**src/rtl/fb_scan_pkg.sv**
```systemverilog
// Shared helpers for the bitmap scanout block.
// Assumes: all counts passed in are positive.
package fb_scan_pkg;

    // Index width for a counter covering 0..n-1; never narrower than one bit.
    function automatic int idx_width(input int n);
        return (n <= 2) ? 1 : $clog2(n);
    endfunction

endpackage

```
**src/rtl/scan_counter.sv**
```systemverilog
// Row/column raster counter.
// Steps one column per accepted pixel, wraps the column into the next row
// and the last row back to row 0.
// Assumes: ROWS and COLS fit into ROW_W and COL_W bits.
module scan_counter #(
    parameter int ROWS  = 256,
    parameter int COLS  = 512,
    parameter int ROW_W = 8,
    parameter int COL_W = 9
) (
    input  logic             clk,
    input  logic             rst_n,
    input  logic             step,
    output logic [ROW_W-1:0] row,
    output logic [COL_W-1:0] col
);
    localparam logic [ROW_W-1:0] ROW_LAST = ROW_W'(ROWS - 1);
    localparam logic [COL_W-1:0] COL_LAST = COL_W'(COLS - 1);

    // Raster position update with column and row wrap.
    always_ff @(posedge clk) begin
        if (!rst_n) begin
            row <= '0;
            col <= '0;
        end else if (step) begin
            if (col == COL_LAST) begin
                col <= '0;
                row <= (row == ROW_LAST) ? '0 : row + 1'b1;
            end else begin
                col <= col + 1'b1;
            end
        end
    end
endmodule

```
**src/rtl/word_fetch.sv**
```systemverilog
// Frame memory read sequencer.
// Issues a read whenever the buffer asks for a word and no read is in flight.
// Addresses run linearly through the frame and wrap after the last word.
// Assumes: the memory returns data exactly one clock after the strobe.
module word_fetch #(
    parameter int N_WORDS = 8192,
    parameter int ADDR_W  = 13
) (
    input  logic              clk,
    input  logic              rst_n,
    input  logic              want,
    output logic              rd_en,
    output logic [ADDR_W-1:0] rd_addr,
    output logic              arrive
);
    localparam logic [ADDR_W-1:0] ADDR_LAST = ADDR_W'(N_WORDS - 1);

    logic [ADDR_W-1:0] addr_q;
    logic              pending_q;

    assign rd_en   = want && !pending_q;
    assign rd_addr = addr_q;
    assign arrive  = pending_q;

    // Track the in-flight read and advance the linear word pointer.
    always_ff @(posedge clk) begin
        if (!rst_n) begin
            addr_q    <= '0;
            pending_q <= 1'b0;
        end else begin
            pending_q <= rd_en;
            if (rd_en) begin
                addr_q <= (addr_q == ADDR_LAST) ? '0 : addr_q + 1'b1;
            end
        end
    end
endmodule

```
**src/rtl/pixel_buffer.sv**
```systemverilog
// Two-slot word buffer: the current word being shifted out and the next
// word prefetched behind it.
// Asks for a new word whenever the next slot is empty or is being emptied.
// Assumes: an arriving word always finds the next slot empty.
module pixel_buffer #(
    parameter int WORD_W = 16
) (
    input  logic              clk,
    input  logic              rst_n,
    input  logic              arrive,
    input  logic [WORD_W-1:0] rd_data,
    input  logic              consume,
    output logic [WORD_W-1:0] cur_word,
    output logic              cur_valid,
    output logic              want
);
    logic [WORD_W-1:0] nxt_word;
    logic              nxt_valid;
    logic              load_cur;

    assign load_cur = (!cur_valid && nxt_valid) || consume;
    assign want     = !nxt_valid || load_cur;

    // Move the prefetched word forward and capture returning read data.
    always_ff @(posedge clk) begin
        if (!rst_n) begin
            cur_word  <= '0;
            cur_valid <= 1'b0;
            nxt_word  <= '0;
            nxt_valid <= 1'b0;
        end else begin
            if (load_cur) begin
                cur_word  <= nxt_word;
                cur_valid <= nxt_valid;
            end
            if (arrive) begin
                nxt_word  <= rd_data;
                nxt_valid <= 1'b1;
            end else if (load_cur) begin
                nxt_valid <= 1'b0;
            end
        end
    end
endmodule

```
**src/rtl/bitmap_scanout.sv**
```systemverilog
// Bitmap framebuffer scanout.
// Walks a packed one-bit-per-pixel frame in raster order, LSB first within
// each memory word, and presents one pixel per accepted pixel enable.
// Assumes: COLS is a multiple of WORD_W, WORD_W is a power of two, and the
// frame memory has a fixed one-clock read latency.
module bitmap_scanout #(
    parameter int ROWS   = 256,
    parameter int COLS   = 512,
    parameter int WORD_W = 16,
    parameter int ROW_W  = fb_scan_pkg::idx_width(ROWS),
    parameter int COL_W  = fb_scan_pkg::idx_width(COLS),
    parameter int ADDR_W = fb_scan_pkg::idx_width(ROWS * (COLS / WORD_W))
) (
    input  logic              clk,
    input  logic              rst_n,
    input  logic              pix_en,
    output logic              rd_en,
    output logic [ADDR_W-1:0] rd_addr,
    input  logic [WORD_W-1:0] rd_data,
    output logic              pix,
    output logic              pix_valid,
    output logic [ROW_W-1:0]  row,
    output logic [COL_W-1:0]  col,
    output logic              line_start,
    output logic              frame_start
);
    localparam int N_WORDS = ROWS * (COLS / WORD_W);
    localparam int BIT_W   = fb_scan_pkg::idx_width(WORD_W);

    logic              step;
    logic              consume;
    logic              word_end;
    logic              arrive;
    logic              want;
    logic [WORD_W-1:0] cur_word;
    logic              cur_valid;

    assign step    = pix_en && cur_valid;
    assign consume = step && word_end;

    // Bit select within the current word; one-bit words need no index.
    if (WORD_W == 1) begin : g_bitwide
        assign word_end = 1'b1;
        assign pix      = cur_word[0];
    end else begin : g_packed
        logic [BIT_W-1:0] bit_sel;
        assign bit_sel  = col[BIT_W-1:0];
        assign word_end = (bit_sel == BIT_W'(WORD_W - 1));
        assign pix      = cur_word[bit_sel];
    end

    assign pix_valid   = cur_valid;
    assign line_start  = cur_valid && (col == '0);
    assign frame_start = line_start && (row == '0);

    scan_counter #(
        .ROWS (ROWS),
        .COLS (COLS),
        .ROW_W(ROW_W),
        .COL_W(COL_W)
    ) u_cnt (
        .clk  (clk),
        .rst_n(rst_n),
        .step (step),
        .row  (row),
        .col  (col)
    );

    word_fetch #(
        .N_WORDS(N_WORDS),
        .ADDR_W (ADDR_W)
    ) u_fetch (
        .clk    (clk),
        .rst_n  (rst_n),
        .want   (want),
        .rd_en  (rd_en),
        .rd_addr(rd_addr),
        .arrive (arrive)
    );

    pixel_buffer #(
        .WORD_W(WORD_W)
    ) u_buf (
        .clk      (clk),
        .rst_n    (rst_n),
        .arrive   (arrive),
        .rd_data  (rd_data),
        .consume  (consume),
        .cur_word (cur_word),
        .cur_valid(cur_valid),
        .want     (want)
    );
endmodule

```
**config.mk**
```make
export PLATFORM = sky130hd
export DESIGN_NAME = bitmap_scanout
export DESIGN_NICKNAME = d
export VERILOG_FILES = /design/src/rtl/fb_scan_pkg.sv /design/src/rtl/scan_counter.sv /design/src/rtl/word_fetch.sv /design/src/rtl/pixel_buffer.sv /design/src/rtl/bitmap_scanout.sv
export SDC_FILE = /design/constraint.sdc
export NUM_CORES = 1
export LEC_CHECK = 0
export ABC_AREA = 1
export BUFFER_PORTS_ARGS = -buffer_cell sky130_fd_sc_hd__buf_4
export CAP_MARGIN = 20
export CORE_MARGIN = 2
export CORE_UTILIZATION = 59
export DETAILED_ROUTE_END_ITERATION = 6
export GPL_ROUTABILITY_DRIVEN = 0
export PLACE_DENSITY = 0.94
export SLEW_MARGIN = 20
export SYNTH_ARGS = -nofsm -noshare
export SYNTH_HDL_FRONTEND = slang
export SYNTH_SLANG_ARGS = --single-unit
```
**constraint.sdc**
```tcl
create_clock -name clk -period 4.65 [get_ports clk]
set_clock_uncertainty 0.1 [all_clocks]
set_input_delay 0.2325 -clock clk [delete_from_list [all_inputs] [get_ports clk]]
set_output_delay 0.2325 -clock clk [all_outputs]
set_load 0.02 [all_outputs]
```
==> results of run 1 <==
[synthesized netlist by cell type (all sizes together), types with 6 or more instances]
cell type	count
inv	34
nand2	78
nor2	103
a21oi	19
dfxtp	65
nor3	8
clkbuf	10
ha	7
xor2	6
nand3	18
o21ai	43
nand4	11
[final cells by class]
type                            count  area, µm²
Clock inverter                      4       50.0
Sequential cell                    65       1300
Clock buffer                       12        165
Fill cell                         362       1200
Inverter                           35        134
Tap cell                           67       83.8
Multi-Input combinational cell    309       1490
Timing Repair Buffer               53        398
[kinds of logic after synthesis]
logic type	count (synthesis)	synth area share [%]
and+or+nand+nor	226	32.4
buffers and inverters	49	6.81
xor gates and xnor gates	7	2.05
AOI/OAI and AO/OA	69	12.4
adders and majority gates	7	2.93
DFF	65	43.5
[state kept, by name, summed over array words and instances (netlist names)]
name and flops:
u_buf.cur_valid 1, u_buf.nxt_word 16, u_fetch.arrive 1, u_fetch.rd_addr 13, u_cnt.row 8, u_cnt.col 9
u_buf.nxt_valid 1, u_buf.cur_word 16
[worst min-delay path by stage]
stage,slack (ps),startpoint,to,cells past startpoint
3_3_place_gp,350,rd_data[7],u_buf.nxt_word[7]$_SDFFE_PN0P_,3
2_1_floorplan,270,rd_data[10],u_buf.nxt_word[10]$_SDFFE_PN0P_,2
5_1_grt,20,rd_data[0],u_buf.nxt_word[0]$_SDFFE_PN0P_,3
3_5_place_dp,360,rd_data[1],u_buf.nxt_word[1]$_SDFFE_PN0P_,3
4_1_cts,0.3,rd_data[5],u_buf.nxt_word[5]$_SDFFE_PN0P_,3
6_report,8,rd_data[0],u_buf.nxt_word[0]$_SDFFE_PN0P_,3
[per-layer routing]
| layer | part of all wire [%] | track usage, % | vias up |
|---|---|---|---|
| met1 | 44 | 34.3 | 1352 |
| met5 | 0 | 0 | - |
| met2 | 46 | 42.7 | 136 |
| met4 | 2.4 | 14.0 | 0 |
| met3 | 7.4 | 4.69 | 18 |
| li1 | - | - | 1470 |
[per-stage QoR]
step	util (%)	setup slack [ps]	std cells	instance area (µm²)
after detailed placement	70.7	2320	529	3400
after floorplan	-	2540	423	2990
after global placement	70.7	2400	529	3400
final	75.1	2010	545	3620
after CTS	75.1	2030	545	3620
after global routing	75.1	1820	545	3620
[worst reg2reg max path, cell delays in order, from the launching register on]
cell      delay, ps
dfxtp_1         560
ha_1            270
nand2_1          90
nor4_1          380
ha_1            270
nand2_4          90
nor2_1          180
nand3b_1        100
nand2_1         120
inv_1            50
nand2_1          50
nor2_1           30
[cells in the final DEF (no fill, tap or decap)]
cell type	netlist	final
clkinvlp_4	0	2
nand2_4	3	3
xor2_1	6	6
clkbuf_8	0	12
inv_2	3	3
o21bai_2	1	1
bufinv_16	0	1
a211oi_1	1	1
buf_4	0	53
inv_1	30	30
ha_1	7	7
o21bai_1	1	1
or2_2	2	2
o21ai_2	1	1
nand3b_1	2	2
nand2_2	2	2
dfxtp_1	65	65
nor2_1	103	103
nor3_1	7	7
nand3_1	17	17
clkinv_2	0	1
xnor2_1	1	1
nand3_2	1	1
nand2_1	73	73
nor4_1	4	4
nand4_1	11	11
nor3_2	1	1
a21oi_1	19	19
o211ai_1	4	4
clkinv_1	1	1
o21ai_0	42	42
inv_4	1	1
[power breakdown]
part	total, mW	internal (mW)	leakage [nW]	switching, mW
Clock	0.507	0.290	0.105	0.216
Combinational	0.115	0.0440	1.02	0.0707
Sequential	0.607	0.584	0.531	0.0227
Total	1.23	0.919	1.65	0.310
==> impl_metrics.ini, run 1 <==
[power]
leakage_nw = 1.65
fin_total_pwr_mw = 1.23
vdd_ir_drop_max_v = 0.000218
powerDensity_mw_per_mm2 = 339

[floorplan]
die_x_um = 75.2
die_area_mm2 = 0.00566
ios = 54
rows = 25
core_area_mm2 = 0.00482
initial_core_util_pct = 62.1
die_h_um = 75.2

[detailed_routing]
routedWlPerCell_um = 12.8
first_pass_iters = 5
via_per_inst = 5.46
num_vias = 2976
drc = 0
wirelength_um = 7000
drt_iter0_drc = 255
ant_nets = 0

[cts]
postCtsSetupRepairBufs = 0
clk_pin_slew_ps = 70
clk_latency_ps = 340
htree_levels = 3
post_cts_resized = 0
ctsHoldBuffers = 0
ctsRootBufferMaster = clkbuf_8
cts_tree = done
clk_path_buf_depth = 2
clock-sinks = 65
cts_inserted_buffers = 9

[synthesis]
synth_area_mm2 = 0.00299
synth_cell_types = 30
seq_area_frac_synth_pct = 43.5
synth_top_cells_by_area = dfxtp_1 (43%), nor2_1 (13%), nand2_1 (9.2%), o21ai_0 (7.0%), inv_1 (3.8%)
synth_edf_count = 0
synth_ff_type = dfxtp_1
ys_ff_latch = 65
avgSynthCellArea_um2 = 7.08
yosys.area.top_type_share_pct = 43.5
synthArstFlopShare_pct = 0
syn_inst = 423
yosysTopAreaCell = dfxtp_1
synth_nets = 449
yosysWarningCount = 0

[global_route]
grt_pass1_vias = 2684
antenna_found_initial = 0
grt_first_pass_wirelength_um = 11600
track_usage_pct = 26.6
grt_max_degree = 47
overflow = 0

[critical_path]
rrSetupSlack_ps = 2250
r2r_cells = 11
path_delay_family = simple AND/OR/NAND/NOR gates
critPathMaxFanout = 14
crit_start = u_cnt.col[0]$_SDFFE_PN0N_
worst-path-stages = 8
critical-path-max-stage-delay_ps = 560
path_class = reg2out
r2r_end = u_cnt.row[7]$_SDFFE_PN0P_
crit_path_end = rd_en
crit_path_end_kind = primary output
cp_cell_sequence = ha_1 -> nand2_1 -> nor2_1 -> nand2_4 -> nand3_2 -> nand2_2 -> inv_2 -> buf_4
startpoint_type = flip-flop
cp.arrival_ps = 2310
reg2reg_from = u_cnt.col[0]$_SDFFE_PN0N_
cp_num_buf_inv = 2
cp.required_ps = 4320
slowest_stage = dfxtp_1

[timing]
slew_headroom_pct = 56.8
period_share_pct = 56.7
rsz0062_at_grt = false
fmax_mhz = 379
finalSetupViolations = 0
hold_viol_final = 0
worstMarginPinSlew_ps = 647
hold_ws_ps = 7.93
min_period_ps = 2640
tns_ps = 0
drv_slew = 0

[placement]
place_hpwl_um = 4610
io_buffers = 53

[run_status]
status = completed

[layout]
nNetsFinal = 499
syn2layout_area_growth_pct = 20.9
antenna_cells = 0
drive_above_1_share_pct = 17.6

[run]
drv_cap = 0

[worst_hold_path]
hold_class = in2reg
No activity file was read; power rests on OpenSTA's default activity.
==> run 2: changes to the inputs <==
--- a/config.mk
+++ b/config.mk
@@ -9,10 +9,10 @@
 export BUFFER_PORTS_ARGS = -buffer_cell sky130_fd_sc_hd__buf_4
 export CAP_MARGIN = 20
 export CORE_MARGIN = 2
-export CORE_UTILIZATION = 59
+export CORE_UTILIZATION = 55
 export DETAILED_ROUTE_END_ITERATION = 6
 export GPL_ROUTABILITY_DRIVEN = 0
-export PLACE_DENSITY = 0.94
+export PLACE_DENSITY = 0.89
 export SLEW_MARGIN = 20
 export SYNTH_ARGS = -nofsm -noshare
 export SYNTH_HDL_FRONTEND = slang
==> constraint.sdc (replaced) <==
create_clock -name clk -period 2.45 [get_ports clk]
set_clock_uncertainty 0.1 [all_clocks]
set_input_delay 0.1225 -clock clk [delete_from_list [all_inputs] [get_ports clk]]
set_output_delay 0.1225 -clock clk [all_outputs]
set_load 0.02 [all_outputs]
==> impl_metrics.ini, run 2 (synthesis results as in run 1) <==
[run_status]
status = completed

[timing]
worstMarginPinSlew_ps = 564
fmax_mhz = 445
tns_ps = 0
min_period_ps = 2250
rsz0062_at_grt = false
drv_slew = 0
finalSetupViolations = 0
hold_viol_final = 0
slew_headroom_pct = 62.4
hold_ws_ps = 103
period_share_pct = 91.8

[critical_path]
rrSetupSlack_ps = 280
path_class = reg2out
crit_start = u_cnt.col[0]$_SDFFE_PN0N_
cp.required_ps = 2230
cp.arrival_ps = 2030
critPathMaxFanout = 11
crit_path_end_kind = primary output
r2r_end = u_cnt.row[7]$_SDFFE_PN0P_
startpoint_type = flip-flop
reg2reg_from = u_cnt.col[0]$_SDFFE_PN0N_
r2r_cells = 11

[layout]
syn2layout_area_growth_pct = 25.4
drive_above_1_share_pct = 17.3
nFillCells = 422
final_cell_mix = nor2_1 (103), nand2_1 (73), dfxtp_1 (65)
seqCellArea_mm2 = 0.00130
final_common_cell = nor2_1
nNetsFinal = 518
multi_input_area_mm2 = 0.00149
antenna_cells = 0
design_area_mm2 = 0.00375

[floorplan]
die_h_um = 77.8
ios = 54
initial_core_util_pct = 57.9
die_area_mm2 = 0.00605
die_x_um = 77.8
core_area_mm2 = 0.00517
rows = 26

[power]
leakage_nw = 1.71
vdd_ir_drop_max_v = 0.000565
powerDensity_mw_per_mm2 = 576

[detailed_routing]
first_pass_iters = 5
via_per_inst = 5.31
drt_iter0_drc = 210
routedWlPerCell_um = 12.7
drc = 0
num_vias = 3012
wirelength_um = 7170
ant_nets = 0

[worst_hold_path]
hold_class = in2reg
holdPathStages = 3
min_to = u_cnt.col[1]$_SDFFE_PN0N_
worstHoldStart = pix_en

[global_route]
overflow = 0
antenna_found_initial = 0
grt_pass1_vias = 2808
track_usage_pct = 25.2
grt_max_degree = 47
grt_first_pass_wirelength_um = 12300

[cts]
clk_path_buf_depth = 2
cts_inserted_buffers = 9
postCtsSetupRepairBufs = 0
clk_pin_slew_ps = 80
clock-sinks = 65
clk_latency_ps = 340
cts_tree = done
post_cts_resized = 0
ctsRootBufferMaster = clkbuf_8
htree_levels = 3

[placement]
place_hpwl_um = 4690
io_buffers = 53
placed_area_mm2 = 0.00343

[run]
drv_cap = 0
-- run 2: cell types whose count changed in the layout (fill, tap and decap cells not counted), sizes merged --
cell         change
clkbuf           -2
dlygate4sd3     +16
buf              +3
clkinv           +3
bufinv           -1
-- run 2: per-stage QoR --
stage | power (mW) | cells | util, % | worst slack (ps)
final | 2.16 | 567 | 72.6 | 202
after global routing | 2.26 | 567 | 72.6 | 90.3
after CTS | 2.18 | 567 | 72.6 | 227
after detailed placement | 1.39 | 535 | 66.3 | 339
after global placement | 1.38 | 535 | 66.3 | 441
after floorplan | 1.31 | 423 | - | 341
-- run 2: what timing repair did --
item,in CTS,in global routing
endpoints found under the setup margin,0,0
hold buffers,16,0
endpoints found under the hold margin,16,0
-- run 2: layer usage --
layer / track usage, % / routed length [µm] / part of all wire [%]
met1: 31.9 / 3260 / 45
met2: 41.4 / 3350 / 47
met3: 5.47 / 442 / 6.2
met4: 10.2 / 125 / 1.7
met5: 0 / 0 / 0
-- run 2: worst max-delay path by stage --
| stage | to | slack, ps | cells after the start |
|---|---|---|---|
| 2_1_floorplan | u_cnt.row[7]$_SDFFE_PN0P_ | 340 | 11 |
| 3_3_place_gp | u_cnt.row[7]$_SDFFE_PN0P_ | 440 | 11 |
| 3_5_place_dp | u_cnt.row[7]$_SDFFE_PN0P_ | 340 | 11 |
| 4_1_cts | rd_en | 230 | 8 |
| 5_1_grt | u_cnt.row[7]$_SDFFE_PN0P_ | 90 | 11 |
| 6_report | rd_en | 200 | 8 |
-- run 2: cell type report --
cell class | instances | share of cell area (%)
clock buffers | 10 | 3.40
clock inverters | 6 | 0.933
flip-flops and latches | 65 | 34.7
repair buffers | 72 | 15.5
well taps | 70 | 2.33
inverters | 35 | 3.57
multi-input cells | 309 | 39.6
-- run 2: worst max-delay path, cell delays in order, from the launching register on --
cell,delay (ps)
dfxtp_1,370
ha_1,210
nand2_1,100
nor2_1,220
nand2_4,100
nand3_2,110
nand2_2,180
inv_2,220
buf_4,180
-- run 2: report_power, final --
group          total [mW]  leakage, nW  switching, mW  internal, mW
combinational       0.249         1.10          0.145         0.104
clock               0.764       0.0818          0.405         0.359
sequential           1.15        0.531         0.0383          1.11
==> run 3: changes to the inputs <==
--- a/config.mk
+++ b/config.mk
@@ -9,10 +9,11 @@
 export BUFFER_PORTS_ARGS = -buffer_cell sky130_fd_sc_hd__buf_4
 export CAP_MARGIN = 20
 export CORE_MARGIN = 2
-export CORE_UTILIZATION = 55
+export CORE_UTILIZATION = 59
+export CTS_BUF_LIST = sky130_fd_sc_hd__clkbuf_4 sky130_fd_sc_hd__clkbuf_8
 export DETAILED_ROUTE_END_ITERATION = 6
 export GPL_ROUTABILITY_DRIVEN = 0
-export PLACE_DENSITY = 0.89
+export PLACE_DENSITY = 0.94
 export SLEW_MARGIN = 20
 export SYNTH_ARGS = -nofsm -noshare
 export SYNTH_HDL_FRONTEND = slang
==> constraint.sdc (replaced) <==
create_clock -name clk -period 2.9 [get_ports clk]
set_clock_uncertainty 0.1 [all_clocks]
set_input_delay 0.145 -clock clk [delete_from_list [all_inputs] [get_ports clk]]
set_output_delay 0.145 -clock clk [all_outputs]
set_load 0.02 [all_outputs]
==> impl_metrics.ini, run 3 (synthesis results as in run 1) <==
[run_status]
status = completed

[critical_path]
cp.required_ps = 2650
path_class = reg2out
crit_path_end_kind = primary output
r2r_cells = 11
r2r_end = u_cnt.row[7]$_SDFFE_PN0P_
startpoint_type = flip-flop
cp.arrival_ps = 2290
critPathMaxFanout = 14
rrSetupSlack_ps = 450
reg2reg_from = u_cnt.col[0]$_SDFFE_PN0N_

[cts]
cts_inserted_buffers = 9
post_cts_resized = 0
ctsRootBufferMaster = clkbuf_8
clk_latency_ps = 340
postCtsSetupRepairBufs = 0
clk_pin_slew_ps = 70
clk_path_buf_depth = 2
cts_tree = done
ctsHoldBuffers = 16
clock-sinks = 65
htree_levels = 3

[timing]
hold_viol_final = 0
worstMarginPinSlew_ps = 628
drv_slew = 0
min_period_ps = 2540
rsz0062_at_grt = false
tns_ps = 0
fmax_mhz = 394
slew_headroom_pct = 58.1
period_share_pct = 87.5
finalSetupViolations = 0

[detailed_routing]
ant_nets = 0
wirelength_um = 7580
via_per_inst = 5.43
drc = 0
first_pass_iters = 5
routedWlPerCell_um = 13.5
num_vias = 3045
drt_iter0_drc = 306

[floorplan]
die_area_mm2 = 0.00566
rows = 25
core_area_mm2 = 0.00482
die_x_um = 75.2
ios = 54
die_h_um = 75.2
initial_core_util_pct = 62.1

[run]
drv_cap = 0

[layout]
syn2layout_area_growth_pct = 26.8
nFillCells = 350
antenna_cells = 0
post-route-util_pct = 78.8
drive_above_1_share_pct = 17.0
fin_cells = 561
nNetsFinal = 515
final_cell_mix = nor2_1 (103), nand2_1 (73), dfxtp_1 (65)
final_common_cell = nor2_1

[placement]
io_buffers = 53
place_hpwl_um = 4860
numPlacedInstances = 529

[power]
swShare_pct = 24.2
p_clk_share_pct = 42.4
leakage_nw = 1.73
switching_power_uw = 494
vdd_ir_drop_max_v = 0.000369
power_frac_comb_pct = 10.0
intPower_mw = 1.55
powerDensity_mw_per_mm2 = 539
power_frac_seq_pct = 47.7

[global_route]
overflow = 0
grt_max_degree = 47
antenna_found_initial = 0
track_usage_pct = 29.1
grt_pass1_vias = 2769
grt_first_pass_wirelength_um = 12600

[worst_hold_path]
hold_class = in2reg
min_to = u_cnt.row[6]$_SDFFE_PN0P_
worstHoldStart = rst_n
holdPathStages = 3
[run 3: cell count changes in the layout (fill, tap and decap cells not counted)]
cell,delta
clkinv_2,-2
clkbuf_1,-1
buf_4,-3
clkbuf_8,+2
bufinv_16,+2
clkinvlp_4,-1
[run 3: how the worst max path moves through the flow]
stage / start / endpoint / slack [ps] / cells after the start
2_1_floorplan: u_cnt.col[0]$_SDFFE_PN0N_ / u_cnt.row[7]$_SDFFE_PN0P_ / 790 / 11
3_3_place_gp: u_cnt.col[0]$_SDFFE_PN0N_ / u_cnt.row[7]$_SDFFE_PN0P_ / 650 / 11
3_5_place_dp: u_cnt.col[0]$_SDFFE_PN0N_ / u_cnt.row[7]$_SDFFE_PN0P_ / 520 / 11
4_1_cts: u_cnt.col[0]$_SDFFE_PN0N_ / rd_en / 430 / 8
5_1_grt: u_cnt.col[0]$_SDFFE_PN0N_ / rd_en / 180 / 8
6_report: u_cnt.col[0]$_SDFFE_PN0N_ / rd_en / 360 / 8
[run 3: layout make-up]
cell class              count  area, µm²  area share [%]
multi-input cells         309       1490            39.2
flip-flops and latches     65       1300            34.3
repair buffers             69        558            14.7
clock buffers              11        151            3.99
inverters                  35        134            3.53
well taps                  67       83.8            2.21
clock inverters             5       77.6            2.04
[run 3: stage by stage]
step	instance area, µm²	power, mW	hold WS, ps	setup WS (ps)
floorplan	2990	1.11	180	791
global placement	3400	1.16	267	649
detailed placement	3400	1.17	270	519
CTS	3790	2.04	127	428
global route	3790	2.12	159	183
finish	3790	2.04	140	363
[run 3: power groups by stage]
stage / Combinational (mW) / Sequential (mW) / Clock (mW)
floorplan: 0.122 / 0.987 / 0
global placement: 0.174 / 0.990 / 0
detailed placement: 0.180 / 0.991 / 0
CTS: 0.199 / 0.972 / 0.872
global route: 0.228 / 0.978 / 0.915
finish: 0.204 / 0.974 / 0.866
[run 3: routing by layer]
| metal | vias up | part of all wire, % | global-route usage [%] |
|---|---|---|---|
| met5 | - | 0 | 0 |
| met4 | 0 | 2.1 | 10.9 |
| met3 | 21 | 6.9 | 6.02 |
| met2 | 150 | 48 | 47.8 |
| met1 | 1366 | 43 | 37.8 |
| li1 | 1508 | - | - |
[run 3: critical path, stage by stage, from the launching register on]
cell	delay (ps)
dfxtp_1	560
ha_1	260
nand2_1	90
nor2_1	220
nand2_4	90
nand3_2	120
nand2_2	190
inv_2	250
buf_4	180
